`config.mk`:
```
export PLATFORM = sky130hd
export DESIGN_NAME = ee3w_slave
export DESIGN_NICKNAME = d
export VERILOG_FILES = /design/src/rtl/ee_pkg.sv /design/src/rtl/ee_pin_edge.sv /design/src/rtl/ee_word_store.sv /design/src/rtl/ee_cmd_fsm.sv /design/src/rtl/ee3w_slave.sv
export SDC_FILE = /design/constraint.sdc
export NUM_CORES = 2
export LEC_CHECK = 0
export BUFFER_PORTS_ARGS = -buffer_cell sky130_fd_sc_hd__buf_4
export CAP_MARGIN = 5
export CORE_ASPECT_RATIO = 0.8
export CORE_MARGIN = 1
export CORE_UTILIZATION = 55
export DETAILED_ROUTE_END_ITERATION = 8
export HOLD_SLACK_MARGIN = 0.05
export PLACE_DENSITY = 0.7
export SLEW_MARGIN = 20
export SYNTH_ARGS = -nofsm -noshare
export SYNTH_HDL_FRONTEND = slang
export SYNTH_HIERARCHICAL = 1
export SYNTH_SLANG_ARGS = --single-unit
```
`constraint.sdc`:
```
create_clock -name clk -period 14.8 [get_ports clk]
set_input_delay 3.7 -clock clk [delete_from_list [all_inputs] [get_ports clk]]
set_output_delay 3.7 -clock clk [all_outputs]
set_load 0.02 [all_outputs]
```
`src/rtl/ee_pkg.sv`:
```
package ee_pkg;

    typedef enum logic [3:0] {
        S_NULL,
        S_IDLE,
        S_OPC,
        S_ADDR,
        S_CTRL,
        S_WDATA,
        S_RDUMMY,
        S_EDATA,
        S_READ,
        S_WPEND
    } ee_state_t;

    localparam logic [1:0] OP_CTRL  = 2'b00;
    localparam logic [1:0] OP_WRITE = 2'b01;
    localparam logic [1:0] OP_READ  = 2'b10;
    localparam logic [1:0] OP_ERASE = 2'b11;

    localparam logic [1:0] SUB_LOCK  = 2'b00;
    localparam logic [1:0] SUB_FILLD = 2'b01;
    localparam logic [1:0] SUB_FILLE = 2'b10;
    localparam logic [1:0] SUB_OPEN  = 2'b11;

endpackage

```
`src/rtl/ee_pin_edge.sv`:
```
module ee_pin_edge (
    input  logic clk,
    input  logic rst_n,
    input  logic accept,
    input  logic cs,
    input  logic sk,
    output logic cs_rise,
    output logic sk_rise,
    output logic sk_fall
);
    logic cs_q;
    logic sk_q;

    always_ff @(posedge clk or negedge rst_n) begin
        if (!rst_n) begin
            cs_q <= 1'b0;
            sk_q <= 1'b0;
        end else if (accept) begin
            cs_q <= cs;
            sk_q <= sk;
        end
    end

    always_comb begin
        cs_rise = accept &  cs & ~cs_q;
        sk_rise = accept &  sk & ~sk_q;
        sk_fall = accept & ~sk &  sk_q;
    end

endmodule

```
`src/rtl/ee_word_store.sv`:
```
module ee_word_store #(
    parameter int ADDR_W = 8,
    parameter int DATA_W = 16
) (
    input  logic              clk,
    input  logic              rst_n,
    input  logic              wr_req,
    input  logic [ADDR_W-1:0] wr_addr,
    input  logic [DATA_W-1:0] wr_data,
    input  logic              fill_start,
    input  logic [DATA_W-1:0] fill_val,
    input  logic [ADDR_W-1:0] rd_addr,
    output logic [DATA_W-1:0] rd_word,
    output logic              busy
);
    localparam int DEPTH = 1 << ADDR_W;

    logic [DATA_W-1:0] mem [DEPTH];
    logic [DATA_W-1:0] fill_q;
    logic [ADDR_W-1:0] cnt_q;
    logic              busy_q;

    always_ff @(posedge clk or negedge rst_n) begin
        if (!rst_n) begin
            busy_q <= 1'b0;
            cnt_q  <= '0;
            fill_q <= '0;
        end else if (fill_start) begin
            busy_q <= 1'b1;
            cnt_q  <= '0;
            fill_q <= fill_val;
        end else if (busy_q) begin
            cnt_q <= cnt_q + 1'b1;
            if (&cnt_q) begin
                busy_q <= 1'b0;
            end
        end
    end

    always_ff @(posedge clk) begin
        if (busy_q) begin
            mem[cnt_q] <= fill_q;
        end else if (wr_req) begin
            mem[wr_addr] <= wr_data;
        end
    end

    always_comb begin
        rd_word = mem[rd_addr];
        busy    = busy_q;
    end

    // the fill window ends right after the last word
    a_r10_fill_ends: assert property (@(posedge clk) disable iff (!rst_n)
        (busy_q && (&cnt_q)) |=> !busy_q);

    // the command side raises no single-word write while stepping
    a_r10_no_commit_in_fill: assert property (@(posedge clk) disable iff (!rst_n)
        busy_q |-> !wr_req);

endmodule

```
`src/rtl/ee_cmd_fsm.sv`:
```
module ee_cmd_fsm
    import ee_pkg::*;
#(
    parameter int ADDR_W = 8,
    parameter int DATA_W = 16
) (
    input  logic              clk,
    input  logic              rst_n,
    input  logic              cs_rise,
    input  logic              sk_rise,
    input  logic              sk_fall,
    input  logic              di,
    input  logic [DATA_W-1:0] rd_word,
    output logic [ADDR_W-1:0] rd_addr,
    output logic              wr_req,
    output logic [ADDR_W-1:0] wr_addr,
    output logic [DATA_W-1:0] wr_data,
    output logic              fill_start,
    output logic [DATA_W-1:0] fill_val,
    output logic              sr_msb
);
    localparam int SR_W  = DATA_W + 1;
    localparam int CNT_W = $clog2(DATA_W + 1);
    localparam int OPC_W = 2;

    ee_state_t         st_q, st_m, st_n;
    logic [SR_W-1:0]   sr_q, sr_n;
    logic [CNT_W-1:0]  bits_q, bits_n;
    logic [OPC_W-1:0]  cmd_q, cmd_n;
    logic [ADDR_W-1:0] addr_q, addr_n;
    logic              wen_q, wen_n;
    logic [1:0]        sub;

    // state register
    always_ff @(posedge clk or negedge rst_n) begin
        if (!rst_n) begin
            st_q   <= S_NULL;
            sr_q   <= '1;
            bits_q <= '0;
            cmd_q  <= '0;
            addr_q <= '0;
            wen_q  <= 1'b0;
        end else begin
            st_q   <= st_n;
            sr_q   <= sr_n;
            bits_q <= bits_n;
            cmd_q  <= cmd_n;
            addr_q <= addr_n;
            wen_q  <= wen_n;
        end
    end

    // next state
    always_comb begin
        st_m       = st_q;
        sr_n       = sr_q;
        bits_n     = bits_q;
        cmd_n      = cmd_q;
        addr_n     = addr_q;
        wen_n      = wen_q;
        wr_req     = 1'b0;
        fill_start = 1'b0;
        fill_val   = '1;
        sub        = addr_q[ADDR_W-1 -: 2];

        if (cs_rise) begin
            if (st_q == S_WPEND) begin
                wr_req = wen_q;
                sr_n   = '1;
                st_m   = S_NULL;
            end else begin
                st_m   = S_IDLE;
            end
        end
        st_n = st_m;

        if (sk_rise) begin
            if (st_m != S_NULL && st_m != S_IDLE && st_m != S_READ) begin
                sr_n   = {sr_n[SR_W-2:0], di};
                bits_n = bits_q + 1'b1;
            end
            unique case (st_m)
                S_IDLE: begin
                    if (di) begin
                        st_n   = S_OPC;
                        sr_n   = '0;
                        bits_n = '0;
                    end
                end
                S_OPC: begin
                    if (bits_n == CNT_W'(OPC_W)) begin
                        st_n   = S_ADDR;
                        bits_n = '0;
                        cmd_n  = sr_n[OPC_W-1:0];
                    end
                end
                S_ADDR: begin
                    if (bits_n == CNT_W'(ADDR_W)) begin
                        bits_n = '0;
                        addr_n = sr_n[ADDR_W-1:0];
                        sub    = sr_n[ADDR_W-1 -: 2];
                        unique case (cmd_q)
                            OP_CTRL: begin
                                st_n = S_CTRL;
                                if (sub == SUB_LOCK) begin
                                    wen_n = 1'b0;
                                    st_n  = S_NULL;
                                end else if (sub == SUB_OPEN) begin
                                    wen_n = 1'b1;
                                    st_n  = S_NULL;
                                end
                            end
                            OP_WRITE: st_n = S_WDATA;
                            OP_READ:  st_n = S_RDUMMY;
                            OP_ERASE: st_n = S_EDATA;
                        endcase
                    end
                end
                S_CTRL: begin
                    if (bits_n == CNT_W'(DATA_W)) begin
                        if (sub == SUB_FILLD) begin
                            st_n       = S_WPEND;
                            fill_start = wen_q;
                            fill_val   = sr_n[DATA_W-1:0];
                        end else if (sub == SUB_FILLE) begin
                            st_n       = S_WPEND;
                            fill_start = wen_q;
                        end
                    end
                end
                S_WDATA: begin
                    if (bits_n == CNT_W'(DATA_W)) begin
                        bits_n = '0;
                        st_n   = S_WPEND;
                    end
                end
                S_RDUMMY: begin
                    if (bits_n == CNT_W'(1)) begin
                        sr_n   = {1'b0, rd_word};
                        bits_n = '0;
                        st_n   = S_READ;
                    end
                end
                S_EDATA: begin
                    if (bits_n == CNT_W'(DATA_W)) begin
                        sr_n   = {1'b0, {DATA_W{1'b1}}};
                        bits_n = '0;
                        st_n   = S_WPEND;
                    end
                end
                S_NULL, S_READ, S_WPEND: begin
                end
            endcase
        end else if (sk_fall && st_m == S_READ) begin
            sr_n   = {sr_q[SR_W-2:0], 1'b0};
            bits_n = bits_q + 1'b1;
            if (bits_n == CNT_W'(DATA_W)) begin
                bits_n = '0;
                st_n   = S_NULL;
            end
        end
    end

    // outputs
    always_comb begin
        rd_addr = addr_q;
        wr_addr = addr_q;
        wr_data = sr_q[DATA_W-1:0];
        sr_msb  = sr_q[SR_W-1];
    end

    // a commit returns to NULL with the shift register all ones
    a_r5_commit_to_null: assert property (@(posedge clk) disable iff (!rst_n)
        (cs_rise && st_q == S_WPEND) |=> (st_q == S_NULL && sr_q == {SR_W{1'b1}}));

    // NULL is left only through a chip-select rising edge
    a_r2_null_sticky: assert property (@(posedge clk) disable iff (!rst_n)
        (st_q == S_NULL && !cs_rise) |=> st_q == S_NULL);

    // in READ the shift register moves only on a falling clock edge
    a_r8_read_shift_on_fall: assert property (@(posedge clk) disable iff (!rst_n)
        (st_q == S_READ && !sk_fall && !cs_rise) |=> $stable(sr_q));

    // the enable flag changes only on a clock rising edge
    a_r4_wen_on_rise: assert property (@(posedge clk) disable iff (!rst_n)
        !sk_rise |=> $stable(wen_q));

endmodule

```
`src/rtl/ee3w_slave.sv`:
```
module ee3w_slave #(
    parameter int ADDR_W = 8,
    parameter int DATA_W = 16
) (
    input  logic clk,
    input  logic rst_n,
    input  logic pin_we,
    input  logic pin_cs,
    input  logic pin_sk,
    input  logic pin_di,
    output logic dout
);
    logic              busy;
    logic              accept;
    logic              cs_rise, sk_rise, sk_fall;
    logic              wr_req, fill_start, sr_msb;
    logic [ADDR_W-1:0] wr_addr, rd_addr;
    logic [DATA_W-1:0] wr_data, fill_val, rd_word;

    assign accept = pin_we & ~busy;

    ee_pin_edge u_edge (
        .clk     (clk),
        .rst_n   (rst_n),
        .accept  (accept),
        .cs      (pin_cs),
        .sk      (pin_sk),
        .cs_rise (cs_rise),
        .sk_rise (sk_rise),
        .sk_fall (sk_fall)
    );

    ee_cmd_fsm #(.ADDR_W(ADDR_W), .DATA_W(DATA_W)) u_fsm (
        .clk        (clk),
        .rst_n      (rst_n),
        .cs_rise    (cs_rise),
        .sk_rise    (sk_rise),
        .sk_fall    (sk_fall),
        .di         (pin_di),
        .rd_word    (rd_word),
        .rd_addr    (rd_addr),
        .wr_req     (wr_req),
        .wr_addr    (wr_addr),
        .wr_data    (wr_data),
        .fill_start (fill_start),
        .fill_val   (fill_val),
        .sr_msb     (sr_msb)
    );

    ee_word_store #(.ADDR_W(ADDR_W), .DATA_W(DATA_W)) u_store (
        .clk        (clk),
        .rst_n      (rst_n),
        .wr_req     (wr_req),
        .wr_addr    (wr_addr),
        .wr_data    (wr_data),
        .fill_start (fill_start),
        .fill_val   (fill_val),
        .rd_addr    (rd_addr),
        .rd_word    (rd_word),
        .busy       (busy)
    );

    always_comb begin
        dout = busy ? 1'b0 : sr_msb;
    end

    // no pin edge is seen while a fill is stepping
    a_r10_edges_blocked: assert property (@(posedge clk) disable iff (!rst_n)
        busy |-> !(cs_rise || sk_rise || sk_fall));

endmodule

```
Yosys cells after proc, flatten, opt, wreduce, memory -nomap -nowiden. Memory sizes are Yosys's and may differ from the RTL's. Index checks and enable logic that the tools add are counted. W data, S select, Z words.

Flip-flop bits (word level): 64. RAM bits: 4096. Input bits: 6. Output and inout bits: 1. Memories kept: 1.

Memories: u_store.mem (words 256, width 16, read ports 1, clocked after Yosys merged registers in 0, write ports 1, line ee_word_store.sv:18) `logic [DATA_W-1:0] mem [DEPTH];`.

$add $sub $neg: 2. Eq/ne operators: 22. Multiplexer cells: 65. Bitwise operators: 11. Reductions and logical operators: 15.

Operators by type and width (count): $mux W17 (9); $mux W16 (5); $mux W4 (13); $pmux W17 S3 (1); $mux W5 (10); $pmux W5 S5 (1); $mux W8 (3); $pmux W4 S6 (1); $mux W1 (20); $eq A4 B3 Y1 const B (4); $pmux W4 S4 (1); $reduce_or A16 Y1 (1); $eq A5 B5 Y1 const B (2); $add A8 B1 Y8 const B (1); $eq A2 B2 Y1 const B (4); $eq A4 B2 Y1 const B (2); $eq A4 B4 Y1 const B (2); $reduce_and A8 Y1 (1); $and A1 B1 Y1 (7); $reduce_and A3 Y1 (2); $reduce_bool A2 Y1 (3); $add A5 B1 Y5 const B (1); $eq A5 B1 Y1 const B (1); $eq A5 B2 Y1 const B (1); other kinds (12) (19).

Depth between registers and ports, before layout.
Word-level depth: 17. Depth in mapped cells: 17.

Cells and area by module. Netlist, hierarchy kept.

By module, submodules not included: ee_word_store (instances 1, cells each 7599, area an instance 160737.9 um^2); ee_cmd_fsm (instances 1, cells each 399, area an instance 2977.9 um^2); ee_pin_edge (instances 1, cells each 7, area an instance 106.4 um^2); ee3w_slave (instances 1, cells each 2, area an instance 12.5 um^2).

Least setup slack after synthesis. OpenSTA, ideal clock, no wires.

Path kind: input to register. Start point: in pin_we. End point: mem u_store.mem[0][10], data pin. Library setup time: 0.823 ns. Data arrival time: 9.676 ns. Required time: 13.977 ns. Setup slack: 4.302 ns. Stages: 15. Path buffers: 8. Cell sequence: nor2b_1 > and3b_1 > clkbuf_1 > buf_1 > nand3_1 > clkbuf_1 > clkbuf_1 > clkbuf_1 > nor2_1 > nor2b_1 > clkbuf_1 > clkbuf_1 > buf_1 > nand2_1 > nand2_1.

Longest elaborated chain between the ends: 9.

Ends and longest elaborated chain: from (decl) (line ee3w_slave.sv:7) `input logic pin_we,`; $and A1 B1 Y1 (line ee3w_slave.sv:20) `assign accept = pin_we & ~busy;`; $and A1 B1 Y1 (2 in series) (line ee_pin_edge.sv:25) `cs_rise = accept & cs & ~cs_q;`; via cs_rise (line ee3w_slave.sv:15) `logic cs_rise, sk_rise, sk_fall;`; $mux W1 (line ee_cmd_fsm.sv:66) `if (cs_rise) begin`; via wr_req (line ee3w_slave.sv:16) `logic wr_req, fill_start, sr_msb;`; $mux W1 (line ee_word_store.sv:43) `end else if (wr_req) begin`; $mux W1 (line ee_word_store.sv:41) `if (busy_q) begin`; $mux W1 (implied by the code) (line ee_word_store.sv:44) `mem[wr_addr] <= wr_data;`; $reduce_or A16 Y1 (no line); $mux W16 (no line); to (decl) (line ee_word_store.sv:18).

The timed path passes the listed nets, and every way through them passes these cells.

Worst setup path after layout.
Start point: in pin_we. End point: mem u_store.mem[241][8], enable pin.

Longest elaborated chain between the ends: 9.

Ends and longest elaborated chain: $and A1 B1 Y1 (*) (line ee3w_slave.sv:20); via accept (line ee3w_slave.sv:14) `logic accept;`; $and A1 B1 Y1 (*) (2 in series) (line ee_pin_edge.sv:25); via cs_rise (line ee3w_slave.sv:15); $mux W1 (*) (line ee_cmd_fsm.sv:66); via wr_req (line ee3w_slave.sv:16); $mux W1 (*) (line ee_word_store.sv:43); $mux W1 (*) (line ee_word_store.sv:41); $mux W1 (implied by the code) (*) (line ee_word_store.sv:44); $reduce_or A16 Y1 (no line); $mux W8 (no line) / $mux W1 (equally long branches).

The timed path passes the listed nets; every way through them passes the cells marked *.

==> summary.md <==
| Metric | Value |
|---|---|
| Status | `completed` |
| Worst min path class | `reg2reg` |
| Ys flop type | `edfxtp_1` |
| Warnings from Yosys | `6` |
| First-pass GRT wire length | `approximately 610 mm` |
| Fmax | `117 MHz` |
| Post-CTS Resized | `0` |
| GRT Util Overall | `0.287` |
| Via count of the first global-routing pass | `81000` |
| Routed Antenna Nets | `0` |
| Layout area overhead | `10.9%` |
| CP Cell Sequence | `buf_4, nor2b_1, and3b_1, nand3_1, buf_4, nor2_1, nor2b_2, buf_4, nand3_1, o21ai_0, nand2_1, nor2_2` |
| Hold Slack | `0.516 ns` |
| RSZ-0062 raised after global routing | `no` |
| Initial core utilization | `0.555` |
| Net count, final | `about 8300` |
| Final min period | `8.53 ns` |
| Post-synthesis cell type count | `91` |
| Max Root-Sink Buffers | `4` |
| Postcts setup bufs | `0` |
| Setup-failing EPs final | `0` |
| Setup CP Type | `in2reg` |
| Io pins | `7` |
| Share of layout cells above drive strength 1 | `0.219` |
| I/O Buffers | `6` |
| Number of synthesized flops with an enable pin | `4096` |
| Synth Instances | `between 8000 and 9000` |
| Core Box Area | `295000 sq um` |
| Cell Rows | `between 150 and 200` |
| Design Power | `around 23 mW` |
| Max Cap Violations | `0` |
| # clock sinks | `4160` |
| CTS clk-pin slew, worst paths | `0.06 ns` |
| Synth Area per Inst | `20.5 sq um` |
| Largest fanout on the critical path | `29` |
| TritonCTS clock tree | `built` |
| Hold Buf Count CTS | `0` |
| Worst slew margin | `0.119` |
| DRC viols | `0` |
| Syn Nets | `roughly 8000` |
| WL final | `434 mm` |
| Via density | `6.78` |
| P_leak | `62.7 nW` |
| Post-synth ARST share | `0.0154` |
| Maximum vdd drop | `0.102 mV` |
| Layout Skew | `around 0.062 ns` |
| Max incr delay on CP | `1.02 ns` |
| Number of hold violations in the final report | `0` |
| Largest net degree at the start of global routing | `201` |
| GR Overflow Total | `0` |
| Power per cell area | `around 130 nW/um^2` |
| Slowest-stage cell, CP | `nor2_2` |
| Clock latency on the worst-skew pair | `0.94 ns` |
| Worst EP required | `15.34 ns` |
| Synth Register Bits | `4160` |
| HPWL after detailed placement | `263 mm` |
| Crit end category | `register` |
| Most used cell, CP | `buf_4` |
| Total CTS buffers | `390` |
| CP startpoint kind | `input port` |
| CP arrival | `9.06 ns` |
| Initial DRT Pass Iterations | `8` |
| Via count | `85400` |
| Die Width | `roughly 600 um` |
| Post-detailed-route wirelength per cell | `34.5 um` |
| Cell area after synthesis | `164000 sq um` |
| Placed cell areas | `169000 sq um` |
| Number of antenna violations at the first check in global routing | `19` |
| Root Buffer | `clkbuf_16` |
| Sequential share of the synthesized area | `0.761` |
| Drt first-iter violations | `between 10000 and 15000` |
| Crit share post-route | `0.576` |
| Global placer's final weighted congestion | `between 0.9 and 1` |
| Setup tns final | `0 ns` |
| WP buf/inv | `3` |
| Final std cell area, no fill | `about 180000 sq um` |
| CP top delay family | `simple AND/OR/NAND/NOR gates` |
| H-tree levels | `5` |
| DIE AREA | `300000 sq um` |
| Die Ht | `490 um` |
| Max-slew violation count | `0` |
| Worst Tran Pin Value | `1.31 ns` |
==> worst register-to-register path: stages (launching register included) <==
cell and delay [ns]:
dfrtp_4 0.72, buf_16 0.34, buf_4 0.69, buf_4 0.79, buf_4 0.82, mux4_1 0.60
o22ai_1 0.13, nand2_1 0.27, or4b_1 0.60, or4_1 0.75, nor4_2 0.52, nand2_1 0.17
a31oi_1 0.21
==> stage by stage <==
stage | setup WS [ns] | util | cells
6_report | 6.27 | 0.616 | 12600
5_1_grt | 6.18 | 0.616 | 12600
4_1_cts | 6.50 | 0.615 | 12600
3_5_place_dp | 5.60 | 0.572 | 11900
3_3_place_gp | 5.73 | 0.571 | 11900
2_1_floorplan | 4.30 | - | 8007
==> cells by family (layout without fill, tap and decap cells) <==
kind of cell	count (synthesis)	in the layout	synth area share
DFF	4160	4160	0.761
xor gates and xnor gates	6	6	0.000321
adders and majority gates	3	3	0.000229
and+or+nand+nor	988	988	0.0280
muxes	1477	1477	0.151
buffers and inverters	507	1118	0.0223
AOI/OAI and AO/OA	866	866	0.0373
other	0	12	0
==> state kept, by name, indices dropped and copies added (netlist names), 2 cells and up <==
name            cells
u_fsm/rd_addr       8
u_fsm/bits_q        5
u_store/mem      4096
u_store/fill_q     16
u_fsm/st_q          4
u_fsm/cmd_q         2
u_fsm/sr_q         17
u_store/cnt_q       8
==> final timing paths <==
check                                  from                   to  slack (ns)  cells past startpoint
min                             u_fsm/wen_q          u_fsm/wen_q        0.52                      2
min in group asynchronous             rst_n          u_edge/sk_q        2.91                      1
min reg2reg                     u_fsm/wen_q          u_fsm/wen_q        0.52                      2
max in group asynchronous             rst_n     u_fsm/rd_addr[4]       11.20                      1
max reg2reg                u_fsm/rd_addr[0]        u_fsm/sr_q[6]        8.12                     12
max                                  pin_we  u_store/mem[241][8]        6.27                     12
==> Yosys cell counts, types with 17 or more instances <==
master | instances | area, sq um
clkbuf_1 | 185 | 694
nor4_1 | 21 | 131
nand2_1 | 264 | 991
mux2_2 | 25 | 282
o221ai_1 | 233 | 2040
dfrtp_1 | 47 | 1180
o22ai_1 | 206 | 1290
buf_6 | 59 | 664
a211oi_1 | 26 | 195
nand3b_1 | 21 | 158
buf_8 | 20 | 300
a31oi_1 | 20 | 125
nand4_1 | 34 | 213
mux4_1 | 24 | 631
dfstp_2 | 17 | 447
mux4_2 | 763 | 17200
a22o_1 | 19 | 166
buf_1 | 31 | 116
mux2i_1 | 663 | 6640
nor2_1 | 333 | 1250
buf_4 | 50 | 375
nand2b_1 | 23 | 144
o21ai_0 | 52 | 260
a21oi_1 | 168 | 841
buf_12 | 46 | 921
a22oi_1 | 70 | 526
nor3_1 | 148 | 741
nand3_1 | 62 | 310
edfxtp_1 | 4096 | 123000
buf_2 | 99 | 495
==> layout by cell type, fill, tap and decap left out, types with 17 or more instances in the layout <==
cell       count
a22o_1        19
nand2b_1      22
buf_4        370
nand3b_1      21
nor2_1       286
dfrtp_1       41
clkinv_2      62
nand3_1       51
edfxtp_1    4096
o221ai_1     233
bufinv_16     53
mux4_1        24
a22oi_1       70
clkinv_1      86
nand4_1       34
clkbuf_16    395
clkbuf_1      75
nor3_1       145
a31oi_1       19
a21oi_1      168
nor4_1        18
dfstp_2       17
mux2i_1      663
o21ai_0       50
o22ai_1      206
nor2_2        47
mux2_2        25
a211oi_1      26
nand2_1      247
mux4_2       763
==> final cells by class <==
| type | instances | area (sq um) |
|---|---|---|
| inverter | 11 | 53.8 |
| fill | 19900 | 113000 |
| multi-input combinational | 3340 | 36000 |
| tap | 3960 | 4950 |
| clock inverter | 243 | 2700 |
| antenna | 12 | 30.0 |
| sequential | 4160 | 125000 |
| timing repair buffer | 390 | 3170 |
| clock buffer | 474 | 10200 |
==> power by group <==
part           leakage [nW]  internal (mW)  switching [mW]  total [mW]
sequential             46.1           12.8          0.0684        12.8
clock                  6.28           5.86            4.31        10.2
combinational          10.3          0.100           0.156       0.256
==> metal layers <==
metal | routed length [um] | vias to the layer above | GRT usage
li1 | - | 34100 | -
met4 | 13100 | 22 | 0.0733
met2 | 183000 | 6162 | 0.394
met5 | 200 | - | 0.00112
met1 | 170000 | 44400 | 0.441
met3 | 67300 | 720 | 0.101
Note: power is estimated with default switching activity, not from simulation.
